$ cat config.mk
export PLATFORM = sky130hd
export DESIGN_NAME = async_bus_master
export DESIGN_NICKNAME = d
export VERILOG_FILES = /design/src/rtl/async_bus_master.sv
export SDC_FILE = /design/constraint.sdc
export NUM_CORES = 1
export LEC_CHECK = 0
export BUFFER_PORTS_ARGS = -buffer_cell sky130_fd_sc_hd__buf_4
export CORE_ASPECT_RATIO = 1.2
export CORE_MARGIN = 2
export CORE_UTILIZATION = 48
export DETAILED_ROUTE_END_ITERATION = 7
export PLACE_DENSITY_LB_ADDON = 0.25
export SYNTH_ARGS = -nofsm -noshare
export SYNTH_HDL_FRONTEND = slang
export SYNTH_SLANG_ARGS = --single-unit
$ cat constraint.sdc
create_clock -name clk -period 3.7 [get_ports clk]
set_clock_uncertainty 0.15 [all_clocks]
set_input_delay 0.185 -clock clk [delete_from_list [all_inputs] [get_ports clk]]
set_output_delay 0.185 -clock clk [all_outputs]
set_load 0.05 [all_outputs]
$ cat src/rtl/async_bus_master.sv
`timescale 1ns/1ps
module async_bus_master #(
  parameter int AW        = 18,
  parameter int DW        = 16,
  parameter int CLK_HZ    = 125_000_000,
  parameter int TMO_NS    = 10_000,
  parameter int SETUP_CYC = 2,
  parameter int HOLD_CYC  = 2,
  parameter int BANK_BITS = 5
) (
  input  logic          clk,
  input  logic          rst_n,
  input  logic          req,
  input  logic [AW-1:0] req_addr,
  input  logic          req_wr,
  input  logic [DW-1:0] req_wdata,
  output logic          done,
  output logic [DW-1:0] rdata,
  output logic          timeout_err,
  output logic          mem_err,
  input  logic [AW-1:0] ad_n_in,
  output logic [AW-1:0] ad_n_out,
  output logic [AW-1:0] ad_oe,
  output logic          astb_oe,
  output logic          rd_stb_oe,
  output logic          wr_stb_oe,
  output logic          wr_ind_oe,
  output logic          top_bank_oe,
  input  logic          ack_n,
  input  logic          refr_n
);
  localparam int TMO_CYC = ((CLK_HZ / 1000) * TMO_NS) / 1_000_000;
  localparam int TW      = $clog2(TMO_CYC + 1);
  localparam int PH_LAST = SETUP_CYC + HOLD_CYC - 1;
  localparam int PW      = $clog2(SETUP_CYC + HOLD_CYC + 1);
  localparam int ERR_LN  = AW - 2;
  localparam int EN_LN   = AW - 1;

  typedef enum logic [2:0] {S_IDLE, S_ADDR, S_WAIT, S_REL, S_ABORT} st_t;

  st_t           st;
  logic [1:0]    ack_sync;
  logic [TW-1:0] tmo;
  logic [PW-1:0] ph;
  logic          ack_seen, busy, expired, unused_hi;

  assign ack_seen  = ~ack_sync[1];
  assign busy      = (st == S_ADDR) || (st == S_WAIT) || (st == S_REL);
  assign expired   = busy && (tmo == TW'(TMO_CYC - 1));
  assign unused_hi = ad_n_in[EN_LN];

  always_ff @(posedge clk or negedge rst_n)
    if (!rst_n) ack_sync <= 2'b11;
    else        ack_sync <= {ack_sync[0], ack_n};

  always_ff @(posedge clk or negedge rst_n) begin
    if (!rst_n) begin
      st          <= S_IDLE;
      tmo         <= '0;
      ph          <= '0;
      done        <= 1'b0;
      rdata       <= '0;
      timeout_err <= 1'b0;
      mem_err     <= 1'b0;
    end else begin
      done <= 1'b0;
      tmo  <= busy ? tmo + 1'b1 : '0;
      if (expired) begin
        st <= S_ABORT;
      end else begin
        case (st)
          S_IDLE: if (req && !done) begin
            st <= S_ADDR;
            ph <= '0;
          end
          S_ADDR: if (ph == PW'(PH_LAST)) st <= S_WAIT;
                  else                     ph <= ph + 1'b1;
          S_WAIT: if (ack_seen) begin
            st      <= S_REL;
            rdata   <= req_wr ? '0 : ~ad_n_in[DW-1:0];
            mem_err <= !req_wr && !ad_n_in[ERR_LN];
          end
          S_REL: if (!ack_seen) begin
            st          <= S_IDLE;
            done        <= 1'b1;
            timeout_err <= 1'b0;
          end
          S_ABORT: begin
            st          <= S_IDLE;
            done        <= 1'b1;
            timeout_err <= 1'b1;
            rdata       <= '0;
            mem_err     <= 1'b0;
          end
          default: st <= S_IDLE;
        endcase
      end
    end
  end

  always_comb begin
    ad_oe    = '0;
    ad_n_out = '1;
    if (st == S_ADDR) begin
      ad_oe    = '1;
      ad_n_out = ~req_addr;
    end else if (st == S_WAIT) begin
      if (req_wr) begin
        ad_oe[DW-1:0]    = '1;
        ad_n_out[DW-1:0] = ~req_wdata;
      end else begin
        ad_oe[EN_LN]    = 1'b1;
        ad_n_out[EN_LN] = 1'b0;
      end
    end
  end

  assign astb_oe     = (st == S_ADDR && ph >= PW'(SETUP_CYC)) || st == S_WAIT || st == S_REL;
  assign rd_stb_oe   = (st == S_WAIT) && !req_wr;
  assign wr_stb_oe   = (st == S_WAIT) && req_wr;
  assign wr_ind_oe   = (st == S_ADDR) && req_wr;
  assign top_bank_oe = (st == S_ADDR) && (&req_addr[AW-1 -: BANK_BITS]) && refr_n;
endmodule

==> impl_metrics.json, run 1 <==
{
  "power-per-cell-area_nw_per_um2": 918.8,
  "met3_length_um": 418,
  "synth-edff-count": 0,
  "die-height_um": 76.26,
  "max-cap-violations": 0,
  "synth_sequential_area_ratio_pct": 45.66,
  "clock_tree.htree_level_count": 2,
  "setup.reg_to_reg.worst_slack_ns": 1.14,
  "routed-via-count": 1847,
  "placed_area_sq_um": 2846,
  "clock_tree.root_cell": "sky130_fd_sc_hd__clkbuf_8",
  "routed_wirelength_um": 5685,
  "postSynthAreaPerCell_sq_um": 11.47,
  "number_of_search_and_repair_iterations_in_the_first_detailed_routing_pass": 4,
  "post_synth_num_cell_types": 45,
  "synth-warning-count": 0,
  "layout.cells.most_common_list": "sky130_fd_sc_hd__buf_4, sky130_fd_sc_hd__dfrtp_1, sky130_fd_sc_hd__dlygate4sd3_1",
  "outcome": "finished, final reports clean",
  "place_hpwl_um": 4006,
  "die_w_um": 64.21,
  "syn-num-nets": 244,
  "clock_path_buffers": 2,
  "grt_first_pass_wirelength_um": 9066,
  "tritoncts": "built",
  "min-delay-path-class": "flop to flop",
  "route.detailed.wl_per_inst_um": 15.88,
  "regToRegStartpoint": "tmo[1]",
  "filler_cell_count": 304,
  "cellLeakagePower_nw": 1.468,
  "num_antenna_cells": 0,
  "floorplan.io_pins": 118,
  "post_route_cells_drive_above_1_share_pct": 49.67,
  "cp_data_arrival_time_ns": 2.32,
  "wl_met1_um": 2056,
  "final-instance-count-excl-fill": 358,
  "critical-path-top-delay-family": "simple AND/OR/NAND/NOR gates",
  "timing.critical_path.slowest_cell_delay_ns": 0.74,
  "critPathKind": "flop to output port",
  "top_signal_layer_used": "met4",
  "placementRows": 26,
  "first_global_vias": 1825,
  "whs_ns": 0.1985,
  "area_delta_synth_final_pct": 49.37,
  "synth_seq_cells": 38,
  "maxClockFrequency_mhz": 377.3,
  "drt_iter0_drc": 57,
  "route.detailed.vias_per_inst": 5.159,
  "multi_input_gate_area_in_the_final_layout_sq_um": 914.6,
  "slew_headroom_pct": 34.37,
  "grt_setup_unrepaired": "no",
  "final-setup-viol-count": 0,
  "core_area_sq_um": 4229,
  "die_area_sq_um": 4896,
  "grt.overflow.total": 0,
  "timing.setup.tns_ns": 0,
  "critPathMaxFanout": 16,
  "pin_count_of_the_biggest_net_entering_global_routing": 39,
  "detail-route-antenna-nets": 0,
  "worst_hold_path_stage_count": 0,
  "timing_worst_slew_pin_value_ns": 0.9824,
  "asyncSetResetFlopFracSynth_pct": 100.0,
  "finish.net_count": 363,
  "critPathSlowestCell": "sky130_fd_sc_hd__nor3b_2",
  "fin_crit_sh_pct": 71.64,
  "detail_route.drc_violations": 0,
  "initial_utilization_pct": 49.38,
  "dp_worst_setup_slack_ns": 1.152,
  "worst_hold_path.endpoint": "ack_sync[1]",
  "synth_ff_type": "sky130_fd_sc_hd__dfrtp_1",
  "met2_wirelength_um": 3139,
  "antenna_found_initial": 0,
  "post-route-min-period_ns": 2.651,
  "ff_latch_area_sq_um": 953.4,
  "worst_setup_path_end_kind": "output port",
  "report.final.hold_viol_count": 0,
  "power.total_mw": 2.866,
  "cell_count_post_placement": 331,
  "timing.hold.worst.start": "ack_sync[0]",
  "fin_area_sq_um": 3119,
  "postLayoutCoreUtil_pct": 73.76,
  "reg2regPathDepth": 6,
  "cp_cell_sequence": "nor3b_2 > or2_2 > buf_4",
  "postSynthCellCount": 182,
  "setup_ws_final_ns": 1.050,
  "critPathRequiredTime_ns": 3.37,
  "grt_util_all_layers_pct": 23.92,
  "clkSlewWorstSetupHoldPaths_ns": 0.08,
  "critPathBufInv": 1,
  "buffer_ports.inserted": 116,
  "tritoncts_num_sinks": 38,
  "timing.critical_path.from_type": "flop",
  "worstSkewPairLatency_ns": 0.29,
  "cts-buffers-inserted": 5,
  "ir_drop_mv": 0.5031,
  "logic_depth_of_the_worst_setup_path_including_buffers": 3,
  "place_congestion": 0.7556,
  "layout.cells.most_common": "sky130_fd_sc_hd__buf_4",
  "crit-reg2reg-capture": "rdata[2]",
  "finalMaxSlewViolations": 0,
  "syn-cell-area_sq_um": 2088
}
## repair_timing
action	CTS	global route
endpoints found under the hold margin	54	0
buffers inserted	0	0
hold buffers	19	0
resized for setup	0	0
## worst register-to-register path, delay by kind of cell, from the launching register on
kind,cells,cell delay [ns]
AND/OR/NAND/NOR,3,1.51
flip-flops,1,0.40
AO/OA/AOI/OAI,1,0.17
adder cells (fa/ha/maj),1,0.13
buffers and inverters,1,0.07
## layout make-up
cell class                 count  area share (%)
clock buffer                   6           2.327
clock inverter                 2          0.3209
inverter                       6          0.7220
multi-input combinational    113           29.32
sequential                    38           30.57
tap                           56           2.246
timing repair buffer         137           34.50
## sequential cells by signal, summed over array words and instances (netlist names)
name         flops
mem_err          1
rdata           16
ph               3
ack_sync         2
done             1
tmo             11
timeout_err      1
st               3
## metal layers
layer	GRT usage [%]	vias to the layer above
li1	-	894
met1	25.78	868
met2	44.79	77
met3	5.761	8
met4	7.872	0
met5	0	-
## where the power goes
| part | total (mW) | internal, mW | switching, mW |
|---|---|---|---|
| sequential | 0.636 | 0.527 | 0.109 |
| clock | 0.272 | 0.131 | 0.141 |
| combinational | 1.96 | 0.618 | 1.34 |
| total | 2.87 | 1.28 | 1.59 |
## synthesized netlist by cell type, drive strengths merged, types with 2 or more instances
| cell | count | share of area [%] |
|---|---|---|
| ha | 4 | 2.4 |
| buf | 20 | 8.3 |
| inv | 6 | 1.1 |
| nor3 | 6 | 1.7 |
| a21oi | 7 | 1.7 |
| nand3 | 3 | 0.72 |
| xnor2 | 3 | 1.3 |
| clkbuf | 5 | 1.4 |
| o21ai | 2 | 0.48 |
| or2 | 2 | 0.60 |
| a22oi | 16 | 5.8 |
| a22o | 2 | 0.84 |
| nand2 | 8 | 1.4 |
| nand4 | 3 | 0.90 |
| dfrtp | 36 | 43 |
| dfstp | 2 | 2.5 |
| xor2 | 5 | 2.1 |
| nor3b | 3 | 1.3 |
| o2bb2ai | 17 | 10 |
| nor2 | 13 | 2.3 |
## worst max-delay path by stage
stage                       end   start
floorplan           top_bank_oe   st[2]
global placement       rdata[3]  tmo[1]
detailed placement     rdata[4]  tmo[1]
CTS                    ad_oe[3]   st[0]
global route           ad_oe[6]   st[0]
finish                 ad_oe[3]   st[0]
## cell families (layout without fill, tap and decap cells)
kind of cell               after synthesis  count (layout)  synth area share (%)
adders and majority gates                4               4                 2.397
muxes                                    1               1                0.5392
and+or+nand+nor                         48              48                 14.86
xor gates and xnor gates                 8               8                 3.355
AOI/OAI and AO/OA                       52              52                 22.41
buffers and inverters                   31             151                 10.78
DFF                                     38              38                 45.66
Power figures use the tool's default switching activity.
==> inputs of run 2 (changes only) <==
- CORE_UTILIZATION: 48 -> 40
- clock period: 3.7 -> 2.3 ns (I/O delays scaled with it)
==> impl_metrics.json, run 2 (synthesized netlist as in run 1, its figures left out) <==
{
  "outcome": "finished, final reports clean",
  "clock_tree.htree_level_count": 2,
  "grt_setup_unrepaired": "no",
  "maxClockFrequency_mhz": 471.8,
  "post-route-min-period_ns": 2.120,
  "cellLeakagePower_nw": 1.546,
  "setup.reg_to_reg.worst_slack_ns": 0.18,
  "antenna_found_initial": 0,
  "clock_tree.root_cell": "sky130_fd_sc_hd__clkbuf_8",
  "detail-route-antenna-nets": 0,
  "clock_path_buffers": 2,
  "floorplan.io_pins": 118,
  "largest_register": "rdata",
  "logic_depth_of_the_worst_setup_path_including_buffers": 7,
  "ir_drop_mv": 0.9088,
  "critPathMaxFanout": 17,
  "worstSkewPairLatency_ns": 0.30,
  "routed-via-count": 1932,
  "final-setup-viol-count": 0,
  "place_hpwl_um": 4117,
  "timing.critical_path.from_type": "flop",
  "reg.largest.list": "rdata x16, tmo x11",
  "reg2regPathDepth": 7,
  "cp_cell_sequence": "inv_1 > ha_1 > or4b_4 > o311ai_2 > a21o_1 > buf_12 > o2bb2ai_1",
  "cts-buffers-inserted": 5,
  "grt.overflow.total": 0,
  "filler_cell_count": 394,
  "largest_reg_flops": 16,
  "critPathKind": "flop to flop",
  "timing_worst_slew_pin_value_ns": 0.4882,
  "max-cap-violations": 0,
  "die_area_sq_um": 5817,
  "clkSlewWorstSetupHoldPaths_ns": 0.08,
  "dp_worst_setup_slack_ns": 0.2246,
  "initial_utilization_pct": 41.98,
  "tritoncts_num_sinks": 38,
  "critical-path-top-delay-family": "compound AO/OA/AOI/OAI gates",
  "grt_util_all_layers_pct": 21.07,
  "timing.setup.tns_ns": 0,
  "slew_headroom_pct": 67.45,
  "critPathBufInv": 2,
  "setup_ws_final_ns": 0.1804,
  "finish.net_count": 370,
  "route.detailed.vias_per_inst": 5.236,
  "pin_count_of_the_biggest_net_entering_global_routing": 39,
  "route.detailed.wl_per_inst_um": 15.60,
  "grt_first_pass_wirelength_um": 9873,
  "layout.cells.most_common_list": "sky130_fd_sc_hd__buf_4, sky130_fd_sc_hd__dfrtp_1, sky130_fd_sc_hd__dlygate4sd3_1",
  "layout.cells.most_common": "sky130_fd_sc_hd__buf_4",
  "timing.critical_path.from": "tmo[1]",
  "post_route_cells_drive_above_1_share_pct": 51.46,
  "top_signal_layer_used": "met4",
  "met2_wirelength_um": 2918,
  "regToRegStartpoint": "tmo[1]",
  "drt_iter0_drc": 55,
  "buffer_ports.inserted": 116,
  "cp_data_arrival_time_ns": 2.17,
  "die-height_um": 83.15,
  "place_congestion": 0.7871,
  "number_of_search_and_repair_iterations_in_the_first_detailed_routing_pass": 4,
  "power-per-cell-area_nw_per_um2": 1512,
  "die_w_um": 69.96,
  "worst_setup_path_end_kind": "flop",
  "crit-reg2reg-capture": "rdata[2]",
  "finalMaxSlewViolations": 0,
  "wl_met1_um": 2115,
  "critPathSlowestCell": "sky130_fd_sc_hd__or4b_4",
  "core_area_sq_um": 4975,
  "fin_crit_sh_pct": 92.16,
  "first_global_vias": 2019,
  "critPathRequiredTime_ns": 2.35,
  "tritoncts": "built",
  "placementRows": 28,
  "area_delta_synth_final_pct": 57.04,
  "met3_length_um": 603,
  "min-delay-path-class": "primary input to asynchronous set/reset pin",
  "num_antenna_cells": 0,
  "routed_wirelength_um": 5755,
  "timing.critical_path.slowest_cell_delay_ns": 0.49,
  "timing.critical_path.to": "rdata[2]",
  "report.final.hold_viol_count": 0,
  "detail_route.drc_violations": 0
}
[run 2: cell count changes in the layout (fill, tap and decap cells not counted)]
cell | previous run | this run
sky130_fd_sc_hd__nor3_4 | 0 | 1
sky130_fd_sc_hd__nor3b_4 | 0 | 1
sky130_fd_sc_hd__buf_12 | 0 | 2
sky130_fd_sc_hd__clkbuf_8 | 5 | 6
sky130_fd_sc_hd__buf_4 | 118 | 123
sky130_fd_sc_hd__nor3b_2 | 2 | 1
sky130_fd_sc_hd__nor3_1 | 5 | 4
sky130_fd_sc_hd__clkbuf_1 | 1 | 0
sky130_fd_sc_hd__bufinv_16 | 0 | 2
sky130_fd_sc_hd__clkinv_2 | 2 | 0
[run 2: worst min-delay path by stage]
stage	from	cells past startpoint	endpoint	slack (ns)
CTS	rst_n	2	rdata[12]	0.17
finish	rst_n	2	rdata[12]	0.16
global placement	rst_n	1	rdata[10]	-0.05
floorplan	rst_n	0	done	-0.33
global route	rst_n	2	tmo[0]	0.21
detailed placement	rst_n	1	rdata[12]	-0.04
[run 2: cell type report]
cell class / instances / area [sq um] / share of cell area [%]
repair buffers: 144 / 1154 / 35.18
clock buffers: 6 / 82.58 / 2.518
multi-input cells: 113 / 932.1 / 28.42
flip-flops and latches: 38 / 953.4 / 29.07
clock inverters: 2 / 60.06 / 1.831
inverters: 6 / 22.52 / 0.6868
well taps: 60 / 75.07 / 2.289
[run 2: timing repair]
action / CTS / global route
hold buffers: 19 / 0
endpoints found under the hold margin: 56 / 0
resized for setup: 0 / 1
setup buffers: 0 / 0
endpoints found under the setup margin: 0 / 16
[run 2: where the power goes]
part	switching, mW	internal (mW)
clock network	0.244	0.463
registers	0.168	0.848
logic	2.19	1.05
total	2.60	2.36
[run 2: worst reg2reg max path: stages, from the launching register on]
cell,delay (ns)
sky130_fd_sc_hd__dfrtp_1,0.41
sky130_fd_sc_hd__inv_1,0.07
sky130_fd_sc_hd__ha_1,0.12
sky130_fd_sc_hd__or4b_4,0.49
sky130_fd_sc_hd__o311ai_2,0.27
sky130_fd_sc_hd__a21o_1,0.20
sky130_fd_sc_hd__buf_12,0.17
sky130_fd_sc_hd__o2bb2ai_1,0.15
[run 2: layer usage]
layer | up-vias | track usage [%]
met3 | 9 | 6.189
met4 | 0 | 7.867
met5 | - | 0
met2 | 118 | 36.36
li1 | 907 | -
met1 | 898 | 24.53
[run 2: per-stage QoR]
step	util [%]	instances	power, mW	hold slack, ns	instance area (sq um)
after floorplan	-	182	3.499	-0.3306	2102
after global placement	59.10	342	4.194	-0.04623	2940
after detailed placement	59.10	342	4.234	-0.03785	2940
after CTS	65.79	369	4.972	0.1723	3273
after global routing	65.92	369	5.200	0.2055	3279
final	65.92	369	4.960	0.1574	3279
